`config.mk`:
```
export PLATFORM = sky130hd
export DESIGN_NAME = err_tally_top
export DESIGN_NICKNAME = d
export VERILOG_FILES = /design/src/rtl/err_tally_pkg.sv /design/src/rtl/err_src_mux.sv /design/src/rtl/err_sec_timer.sv /design/src/rtl/err_accum.sv /design/src/rtl/err_irq.sv /design/src/rtl/err_tally_top.sv
export SDC_FILE = /design/constraint.sdc
export NUM_CORES = 1
export LEC_CHECK = 0
export ABC_AREA = 1
export CORE_MARGIN = 3
export CORE_UTILIZATION = 50
export DETAILED_ROUTE_END_ITERATION = 8
export DONT_BUFFER_PORTS = 1
export PLACE_DENSITY = 0.67
export SETUP_SLACK_MARGIN = 0.5
export SYNTH_ARGS = -nofsm -noshare
export SYNTH_HDL_FRONTEND = slang
export SYNTH_SLANG_ARGS = --single-unit
```
`constraint.sdc`:
```
create_clock -name clk -period 2.49 [get_ports clk]
set_clock_uncertainty 0.15 [all_clocks]
set_input_delay 0.249 -clock clk [delete_from_list [all_inputs] [get_ports clk]]
set_output_delay 0.249 -clock clk [all_outputs]
set_load 0.02 [all_outputs]
```
`src/rtl/err_tally_pkg.sv`:
```
package err_tally_pkg;

    typedef enum logic [2:0] {
        SRC_LINE_BPV  = 3'd0,
        SRC_LINE_EXZ  = 3'd1,
        SRC_LINE_BOTH = 3'd2,
        SRC_SYS_BPV   = 3'd3,
        SRC_SYS_EXZ   = 3'd4,
        SRC_SYS_BOTH  = 3'd5,
        SRC_PATTERN   = 3'd6,
        SRC_NONE      = 3'd7
    } src_sel_e;

    typedef enum logic {
        ACC_COUNT = 1'b0,
        ACC_FULL  = 1'b1
    } acc_state_e;

endpackage

```
`src/rtl/err_src_mux.sv`:
```
module err_src_mux
    import err_tally_pkg::*;
(
    input  logic       ev_line_bpv,
    input  logic       ev_line_exz,
    input  logic       ev_sys_bpv,
    input  logic       ev_sys_exz,
    input  logic       ev_pattern,
    input  logic [2:0] src_sel,
    input  logic       tx_nrz,
    output logic [1:0] inc
);

    src_sel_e sel_e;
    assign sel_e = src_sel_e'(src_sel);

    always_comb begin
        inc = 2'd0;
        unique case (sel_e)
            SRC_LINE_BPV:  inc = {1'b0, ev_line_bpv};
            SRC_LINE_EXZ:  inc = {1'b0, ev_line_exz};
            SRC_LINE_BOTH: inc = {1'b0, ev_line_bpv} + {1'b0, ev_line_exz};
            SRC_SYS_BPV:   inc = tx_nrz ? 2'd0 : {1'b0, ev_sys_bpv};
            SRC_SYS_EXZ:   inc = {1'b0, ev_sys_exz};
            SRC_SYS_BOTH:  inc = tx_nrz ? 2'd0
                                        : ({1'b0, ev_sys_bpv} + {1'b0, ev_sys_exz});
            SRC_PATTERN:   inc = {1'b0, ev_pattern};
            SRC_NONE:      inc = 2'd0;
        endcase
    end

endmodule

```
`src/rtl/err_sec_timer.sv`:
```
module err_sec_timer #(
    parameter int SEC_CYCLES = 100_000_000
) (
    input  logic clk,
    input  logic rst_n,
    output logic tick
);

    localparam int TW = (SEC_CYCLES > 2) ? $clog2(SEC_CYCLES) : 1;
    localparam logic [TW-1:0] LAST = TW'(SEC_CYCLES - 1);

    logic [TW-1:0] tmr_cnt;

    assign tick = (tmr_cnt == LAST);

    always_ff @(posedge clk or negedge rst_n) begin
        if (!rst_n) begin
            tmr_cnt <= '0;
        end else if (tick) begin
            tmr_cnt <= '0;
        end else begin
            tmr_cnt <= tmr_cnt + 1'b1;
        end
    end

endmodule

```
`src/rtl/err_accum.sv`:
```
module err_accum
    import err_tally_pkg::*;
#(
    parameter int CNT_W = 16
) (
    input  logic             clk,
    input  logic             rst_n,
    input  logic [1:0]       inc,
    input  logic             xfer,
    output logic [CNT_W-1:0] run_cnt,
    output logic [CNT_W-1:0] held,
    output logic             ovf_evt,
    output acc_state_e       state
);

    localparam logic [CNT_W-1:0] ALL_ONES = '1;

    acc_state_e       state_nx;
    logic [CNT_W-1:0] cnt_nx;
    logic [CNT_W-1:0] held_nx;
    logic [CNT_W:0]   sum;

    assign sum = {1'b0, run_cnt} + {{(CNT_W - 1){1'b0}}, inc};

    always_ff @(posedge clk or negedge rst_n) begin
        if (!rst_n) begin
            state   <= ACC_COUNT;
            run_cnt <= '0;
            held    <= '0;
        end else begin
            state   <= state_nx;
            run_cnt <= cnt_nx;
            held    <= held_nx;
        end
    end

    always_comb begin
        state_nx = state;
        cnt_nx   = run_cnt;
        held_nx  = held;
        ovf_evt  = 1'b0;
        unique case (state)
            ACC_COUNT: begin
                if (xfer) begin
                    held_nx  = run_cnt;
                    cnt_nx   = {{(CNT_W - 2){1'b0}}, inc};
                    state_nx = ACC_COUNT;
                end else if (sum[CNT_W]) begin
                    cnt_nx   = ALL_ONES;
                    ovf_evt  = 1'b1;
                    state_nx = ACC_FULL;
                end else begin
                    cnt_nx   = sum[CNT_W-1:0];
                    state_nx = (sum[CNT_W-1:0] == ALL_ONES) ? ACC_FULL : ACC_COUNT;
                end
            end
            ACC_FULL: begin
                if (xfer) begin
                    held_nx  = run_cnt;
                    cnt_nx   = {{(CNT_W - 2){1'b0}}, inc};
                    state_nx = ACC_COUNT;
                end else begin
                    cnt_nx   = ALL_ONES;
                    ovf_evt  = (inc != 2'd0);
                    state_nx = ACC_FULL;
                end
            end
        endcase
    end

endmodule

```
`src/rtl/err_irq.sv`:
```
module err_irq (
    input  logic clk,
    input  logic rst_n,
    input  logic tick,
    input  logic ovf_evt,
    input  logic tmr_clr,
    input  logic ovf_clr,
    input  logic tmr_mask,
    input  logic ovf_mask,
    output logic tmr_flag,
    output logic ovf_flag,
    output logic irq
);

    always_ff @(posedge clk or negedge rst_n) begin
        if (!rst_n) begin
            tmr_flag <= 1'b0;
            ovf_flag <= 1'b0;
        end else begin
            if (tick)         tmr_flag <= 1'b1;
            else if (tmr_clr) tmr_flag <= 1'b0;
            if (ovf_evt)      ovf_flag <= 1'b1;
            else if (ovf_clr) ovf_flag <= 1'b0;
        end
    end

    assign irq = (tmr_flag & ~tmr_mask) | (ovf_flag & ~ovf_mask);

endmodule

```
`src/rtl/err_tally_top.sv`:
```
module err_tally_top
    import err_tally_pkg::*;
#(
    parameter int SEC_CYCLES = 100_000_000,
    parameter int CNT_W      = 16
) (
    input  logic       clk,
    input  logic       rst_n,
    input  logic       ev_line_bpv,
    input  logic       ev_line_exz,
    input  logic       ev_sys_bpv,
    input  logic       ev_sys_exz,
    input  logic       ev_pattern,
    input  logic [2:0] src_sel,
    input  logic       auto_mode,
    input  logic       upd_req,
    input  logic       tx_nrz,
    input  logic       tmr_mask,
    input  logic       ovf_mask,
    input  logic       tmr_clr,
    input  logic       ovf_clr,
    output logic [7:0] held_hi,
    output logic [7:0] held_lo,
    output logic       tmr_flag,
    output logic       ovf_flag,
    output logic       irq
);

    localparam int HALF = CNT_W / 2;

    logic [1:0]       inc;
    logic             tick;
    logic             xfer;
    logic             ovf_evt;
    logic [CNT_W-1:0] run_cnt;
    logic [CNT_W-1:0] held;
    acc_state_e       acc_state;

    err_src_mux u_mux (
        .ev_line_bpv (ev_line_bpv),
        .ev_line_exz (ev_line_exz),
        .ev_sys_bpv  (ev_sys_bpv),
        .ev_sys_exz  (ev_sys_exz),
        .ev_pattern  (ev_pattern),
        .src_sel     (src_sel),
        .tx_nrz      (tx_nrz),
        .inc         (inc)
    );

    err_sec_timer #(.SEC_CYCLES(SEC_CYCLES)) u_tmr (
        .clk   (clk),
        .rst_n (rst_n),
        .tick  (tick)
    );

    assign xfer = auto_mode ? tick : upd_req;

    err_accum #(.CNT_W(CNT_W)) u_acc (
        .clk     (clk),
        .rst_n   (rst_n),
        .inc     (inc),
        .xfer    (xfer),
        .run_cnt (run_cnt),
        .held    (held),
        .ovf_evt (ovf_evt),
        .state   (acc_state)
    );

    err_irq u_irq (
        .clk      (clk),
        .rst_n    (rst_n),
        .tick     (tick),
        .ovf_evt  (ovf_evt),
        .tmr_clr  (tmr_clr),
        .ovf_clr  (ovf_clr),
        .tmr_mask (tmr_mask),
        .ovf_mask (ovf_mask),
        .tmr_flag (tmr_flag),
        .ovf_flag (ovf_flag),
        .irq      (irq)
    );

    assign held_hi = held[CNT_W-1:HALF];
    assign held_lo = held[HALF-1:0];

endmodule

```
Word level (Yosys, flattened, before mapping)
Index checks and enable logic that the tools add are counted.
{"block": "classes", "n_addsub": 4, "mul": 0, "div": 0, "order_cmp": 0, "eq_ne": 9, "n_shift": 0, "mux": 23, "n_bitwise": 6, "reduce_logical": 4}
{"operator": "$mux W16", "count": 4}
{"operator": "$pmux W16 S2", "count": 1}
{"operator": "$add A27 B1 Y27 const B", "count": 1}
{"operator": "$eq A27 B27 Y1 const B", "count": 1}
{"operator": "$mux W27", "count": 1}
{"operator": "$add A16 B2 Y17", "count": 1}
{"operator": "$eq A16 B16 Y1 const B", "count": 1}
{"operator": "$pmux W2 S8", "count": 1}
{"operator": "$mux W1", "count": 13}
{"operator": "$eq A3 B3 Y1 const B", "count": 4}
{"operator": "$eq A3 B2 Y1 const B", "count": 2}
{"operator": "$reduce_bool A2 Y1", "count": 3}
{"operator": "$add A1 B1 Y2", "count": 2}
{"operator": "$pmux W1 S2", "count": 2}
{"operator": "$eq A3 B1 Y1 const B", "count": 1}
{"operator": "$logic_not A3 Y1", "count": 1}
{"operator": "$not A1 Y1", "count": 3}
{"operator": "$and A1 B1 Y1", "count": 2}
{"operator": "$mux W2", "count": 1}
{"operator": "$or A1 B1 Y1", "count": 1}
{"block": "word_totals", "ff_bits": 62, "latch_bits": 0, "mem_bits_rw": 0, "romBits": 0, "out_inout_bits": 19, "n_memories": 0}

Depth between registers and ports, before layout
{"block": "logic_depth", "word_depth": 9, "depth_mapped": 22}

By module
Synthesis repeated with hierarchy kept, for this count alone.
{"block": "unflattened", "hier_cells": 497, "hier_area_um2": 3627.2}
{"mod": "err_accum", "n_inst": 1, "cells_each": 219, "area_per_inst_um2": 1740.4, "seq_area_each_um2": 825.8}
{"mod": "err_sec_timer", "n_inst": 1, "cells_each": 228, "area_per_inst_um2": 1624.1, "seq_area_each_um2": 675.6}
{"mod": "err_src_mux", "n_inst": 1, "cells_each": 31, "area_per_inst_um2": 148.9, "seq_area_each_um2": 0.0}
{"mod": "err_irq", "n_inst": 1, "cells_each": 15, "area_per_inst_um2": 98.8, "seq_area_each_um2": 50.0}
{"mod": "err_tally_top", "n_inst": 1, "cells_each": 4, "area_per_inst_um2": 15.0, "seq_area_each_um2": 0.0}

Least setup slack after synthesis
OpenSTA, ideal clock, no wires.
{"block": "synth_path", "kind": "input to register", "from": "in src_sel[0]", "to": "reg u_acc.run_cnt[9]", "setup_ns": 0.082, "arrival_time_ns": 2.331, "required_time_ns": 2.258, "slack_ns": -0.073, "stages": 19, "path_buffers": 1, "cell_sequence": "inv_1 nor2_1 nand3_1 inv_1 nand2_1 nand4_1 o21ai_0 inv_1 ha_1 inv_1 fa_1 inv_1 nand2_1 nor2_1 nand2_1 nor4_1 nor2_1 buf_2 a31oi_1"}
{"block": "synth_via", "elab_chain_len": 6}
{"element": "start, declared", "line_no": "err_tally_top.sv:14", "rtl": "input logic [2:0] src_sel,"}
{"element": "$eq A3 B3 Y1 (tied with other cells)", "line_no": "err_src_mux.sv:19", "rtl": "unique case (sel_e)"}
{"element": "$pmux W2 S8 *", "line_no": "err_src_mux.sv:19"}
{"element": "$add A16 B2 Y17 *", "line_no": "err_accum.sv:23", "rtl": "assign sum = {1'b0, run_cnt} + {{(CNT_W - 1){1'b0}}, inc};"}
{"element": "$mux W16 *", "line_no": "err_accum.sv:48", "rtl": "end else if (sum[CNT_W]) begin"}
{"element": "$mux W16 *", "line_no": "err_accum.sv:44", "rtl": "if (xfer) begin"}
{"element": "$pmux W16 S2 *", "line_no": "err_accum.sv:42", "rtl": "unique case (state)"}
{"element": "via u_acc.cnt_nx[9]", "line_no": "err_accum.sv:19", "rtl": "logic [CNT_W-1:0] cnt_nx;"}
{"element": "end signal, assigned", "line_no": "err_accum.sv:32", "rtl": "run_cnt <= cnt_nx;"}
{"element": "end, declared", "line_no": "err_accum.sv:10", "rtl": "output logic [CNT_W-1:0] run_cnt,"}
Mark *: on every way through the listed nets, which the timed path passes. The rest lies on a longest branch.
A chain may end at the register's enable or synchronous reset.

Worst setup path in the final report
{"block": "layout_path", "from": "in src_sel[0]", "to": "reg u_acc.run_cnt[14]"}
Same word-level chain as after synthesis.

==> flow_metrics.env <==
export IMPL_run_status="completed"
export IMPL_synthesis_nets=475
export IMPL_placement_io_buffers=0
export IMPL_critical_path_n_buffers_inverters=8
export IMPL_post_synth_inst_count=452
export IMPL_cts_root_buf="sky130_fd_sc_hd__clkbuf_8"
export IMPL_worstSetupPathType="in2reg"
export IMPL_grt_setup_unrepaired="yes"
export IMPL_period_share_pct=92.05
export IMPL_die_area_um2=7870
export IMPL_cts_made_buffers=9
export IMPL_detail_route_antenna_nets=0
export IMPL_vdd_ir_drop_worst_mv=0.4268
export IMPL_detail_route_iter0_violations=161
export IMPL_timing_final_hold_violations=0
export IMPL_post_drt_via_cell_ratio=5.427
export IMPL_yosysWarningCount=0
export IMPL_coreArea_um2=6495
export IMPL_intPower_mw=1.666
export IMPL_first_global_vias=2942
export IMPL_drc=0
export IMPL_endpoint_kind="register"
export IMPL_grt_start_max_net_pins=63
export IMPL_grt_use_total_pct=22.47
export IMPL_slowest_stage="sky130_fd_sc_hd__fa_2"
export IMPL_multi_input_comb_area_um2=1823
export IMPL_fmax_mhz=436.3
export IMPL_finalWeightedCongestion=0.9360
export IMPL_rows=29
export IMPL_power_frac_seq_pct=49.6
export IMPL_clock_insertion_delay_worst_skew_ps=350
export IMPL_die_width_um=88.72
export IMPL_floorplan_initialDensity_pct=52.67
export IMPL_critical_path_max_stage_delay_ps=330
export IMPL_insertedDiodeCount=0
export IMPL_critical_path_max_fanout=3
export IMPL_synth_edff_count=0
export IMPL_floorplan_die_height_um=88.72
export IMPL_clk_pin_slew_ps=70
export IMPL_num_vias=3050
export IMPL_place_inst=536
export IMPL_post_synth_cell_area_avg_um2=7.568
export IMPL_syn2layout_area_growth_pct=21.29
export IMPL_fillers=542
export IMPL_drv_slew=0
export IMPL_io_pin_count=36
export IMPL_stdcell_count=562
export IMPL_ys_flop_type="sky130_fd_sc_hd__dfrtp_1"
export IMPL_max_slew_margin_pct=68.30
export IMPL_critical_path_cell_chain="inv_12, nor2_4, nand3_2, inv_2, nand2_1, nand4_1, o21ai_1, inv_1, ha_4, inv_2, fa_2, inv_2, nand2_2, nor2_4, nand2_4, buf_6, o21bai_1, nand2_1, buf_4, buf_6, a21oi_2"
export IMPL_cts_max_path_buffers=2
export IMPL_p_leak_nw=1.945
export IMPL_grt_pass1_wl_mm=13.60
export IMPL_final_nets=504
export IMPL_detailedRoute_firstPassIterationCount=5
export IMPL_startpoint_type="input pin"
export IMPL_max_slew_worst_pin_slew_ps=471.2
export IMPL_drive_above_1_share_pct=18.56
export IMPL_finish_utilization_pct=63.88
export IMPL_min_path_type="in2reg"
export IMPL_clock_sink_count=62
export IMPL_layout_setup_ws_ps=198.0
export IMPL_detail_route_wirelength_mm=8.383
export IMPL_grt_overflow_total=0
export IMPL_power_share_switching_pct=27.91
export IMPL_finalWorstPathRequiredPeriod_ps=2292
export IMPL_power_combinational_fraction_pct=12.5
export IMPL_power_density_nw_per_um2=557.0
export IMPL_htree_levels=3
export IMPL_crit_family="simple AND/OR/NAND/NOR gates"
export IMPL_crit_arrival_ps=2420
export IMPL_worst_path_most_repeated_cell="sky130_fd_sc_hd__inv_2"
export IMPL_power_switching_uw=645.0
export IMPL_tritoncts_clock_tree="built"
export IMPL_ys_async_sr_fraction_pct=100.0
export IMPL_post_drt_wl_per_cell_um=14.92
export IMPL_final_seq_area_um2=1551
export IMPL_setup_viol=0
export IMPL_netlist_area_um2=3421
export IMPL_timing_max_cap_violations=0
export IMPL_hpwl_mm=5.769
export IMPL_number_of_distinct_library_cell_variants_in_the_gate_level_netlist_after_synthesis=30
export IMPL_finalSetupTns_ps=0
export IMPL_power_frac_clock_pct=37.9
export IMPL_synth_ff_latch_count=62
export IMPL_critical_path_required_ps=2620
export IMPL_grt_antenna_before_repair=0
export IMPL_synth_sequential_area_ratio_pct=45.35
export IMPL_placement_setup_worst_slack_ps=-123.0
-- through the flow --
step                instance area, µm²  total power, mW  hold slack, ps
floorplan                         3467            1.288          -196.6
global placement                  3631            1.342          -195.1
detailed placement                3631            1.347          -195.0
CTS                               3993            2.283           150.4
global route                      4149            2.425           192.7
finish                            4149            2.311           151.3
-- synthesized netlist by cell type, types with 5 or more instances --
library cell	n	share of area [%]
sky130_fd_sc_hd__nand2_1	126	14
sky130_fd_sc_hd__dfrtp_1	62	45
sky130_fd_sc_hd__inv_1	58	6.4
sky130_fd_sc_hd__nor2_1	58	6.4
sky130_fd_sc_hd__nand3_1	28	4.1
sky130_fd_sc_hd__nand4_1	18	3.3
sky130_fd_sc_hd__xor2_1	15	3.8
sky130_fd_sc_hd__a21oi_1	14	2.0
sky130_fd_sc_hd__o21ai_0	14	2.0
sky130_fd_sc_hd__nor3_1	10	1.5
sky130_fd_sc_hd__nor4_1	8	1.5
sky130_fd_sc_hd__buf_2	5	0.73
sky130_fd_sc_hd__ha_1	5	1.8
-- power groups by stage --
stage                     combinational [mW]  clock [mW]  sequential, mW
after global routing                   0.325       0.945            1.15
after floorplan                        0.143           0            1.15
after CTS                              0.253       0.888            1.14
final                                  0.289       0.875            1.15
after global placement                 0.182           0            1.16
after detailed placement               0.187           0            1.16
-- registers in the layout, summed over array words and instances, names as in the netlist --
signal	count
u_acc.run_cnt	16
u_irq.ovf_flag	1
u_acc.state	1
u_tmr.tmr_cnt	27
u_irq.tmr_flag	1
u_acc.held	16
-- worst reg2reg max path, cell delays in order, from the launching register on --
cell and delay [ps]:
sky130_fd_sc_hd__dfrtp_1 410, sky130_fd_sc_hd__ha_4 170, sky130_fd_sc_hd__inv_2 30, sky130_fd_sc_hd__fa_2 330
sky130_fd_sc_hd__inv_2 90, sky130_fd_sc_hd__nand2_2 70, sky130_fd_sc_hd__nor2_4 140, sky130_fd_sc_hd__nand2_4 80
sky130_fd_sc_hd__buf_6 120, sky130_fd_sc_hd__o21bai_1 120, sky130_fd_sc_hd__nand2_1 90, sky130_fd_sc_hd__buf_4 140
sky130_fd_sc_hd__buf_6 100, sky130_fd_sc_hd__a21oi_2 110
-- per-layer routing --
| metal | GRT usage, % | part of all wire, % | vias up |
|---|---|---|---|
| met1 | 27.03 | 42 | 1430 |
| met4 | 9.478 | 2.7 | 0 |
| met2 | 37.85 | 51 | 83 |
| met5 | 0 | 0 | - |
| met3 | 6.052 | 4.5 | 25 |
| li1 | - | - | 1512 |
-- layout by cell type, fill, tap and decap left out, types with 2 or more instances in the layout --
cell type / count
sky130_fd_sc_hd__nand2_1: 122
sky130_fd_sc_hd__dfrtp_1: 62
sky130_fd_sc_hd__inv_1: 52
sky130_fd_sc_hd__nor2_1: 50
sky130_fd_sc_hd__nand3_1: 25
sky130_fd_sc_hd__nand4_1: 18
sky130_fd_sc_hd__buf_4: 16
sky130_fd_sc_hd__xor2_1: 15
sky130_fd_sc_hd__o21ai_0: 12
sky130_fd_sc_hd__nor3_1: 10
sky130_fd_sc_hd__clkbuf_8: 10
sky130_fd_sc_hd__nor2_2: 7
sky130_fd_sc_hd__nand2_2: 7
sky130_fd_sc_hd__a21oi_1: 7
sky130_fd_sc_hd__a21oi_2: 6
sky130_fd_sc_hd__inv_2: 5
sky130_fd_sc_hd__nor4_1: 5
sky130_fd_sc_hd__nor2_4: 4
sky130_fd_sc_hd__clkinv_2: 4
sky130_fd_sc_hd__nand3_2: 3
sky130_fd_sc_hd__o21bai_1: 3
sky130_fd_sc_hd__o211ai_1: 3
sky130_fd_sc_hd__ha_4: 3
sky130_fd_sc_hd__dlygate4sd3_1: 3
sky130_fd_sc_hd__buf_6: 3
sky130_fd_sc_hd__o21ai_1: 2
sky130_fd_sc_hd__nand2_4: 2
sky130_fd_sc_hd__a31oi_2: 2
sky130_fd_sc_hd__a31oi_4: 2
sky130_fd_sc_hd__nor4_2: 2
sky130_fd_sc_hd__xnor2_1: 2
sky130_fd_sc_hd__buf_12: 2
-- what timing repair did --
action | CTS | global route
hold buffers | 4 | 0
hold endpoints to repair | 64 | 0
setup endpoints to repair | 18 | 43
pin swaps | 8 | 9
gates cloned | 0 | 0
gates resized for setup | 24 | 23
buffers inserted | 2 | 5
-- final timing paths --
path                                                    end                        from  depth (start not counted)  slack, ps
min in group asynchronous       u_tmr.tmr_cnt[13]$_DFF_PN0_                       rst_n                          2        290
max in group asynchronous        u_acc.held[15]$_DFFE_PN0P_                       rst_n                          2       1630
worst max register to register  u_acc.run_cnt[14]$_DFF_PN0_  u_acc.run_cnt[0]$_DFF_PN0_                         13        270
worst max-delay path            u_acc.run_cnt[14]$_DFF_PN0_                  src_sel[0]                         21        200
worst min-delay path             u_acc.run_cnt[0]$_DFF_PN0_                 ev_line_bpv                          5        150
worst min register to register   u_tmr.tmr_cnt[0]$_DFF_PN0_  u_tmr.tmr_cnt[0]$_DFF_PN0_                          1        340
-- cells by family (layout without fill, tap and decap cells) --
kind of cell / Yosys count / in the layout / synth area share (%)
xor+xnor: 17 / 17 / 4.353
flops: 62 / 62 / 45.35
compound gates: 40 / 40 / 6.547
buf+inv: 66 / 99 / 7.864
simple gates: 261 / 261 / 33.47
fa+ha+maj: 6 / 6 / 2.414
-- final cells by class --
type	count	share of cell area, %
clock inverters	5	1.206
clock buffers	10	3.317
inverters	59	5.760
well taps	77	2.322
flip-flops and latches	62	37.39
multi-input cells	324	43.94
repair buffers	25	6.062
Power figures use the tool's default switching activity.
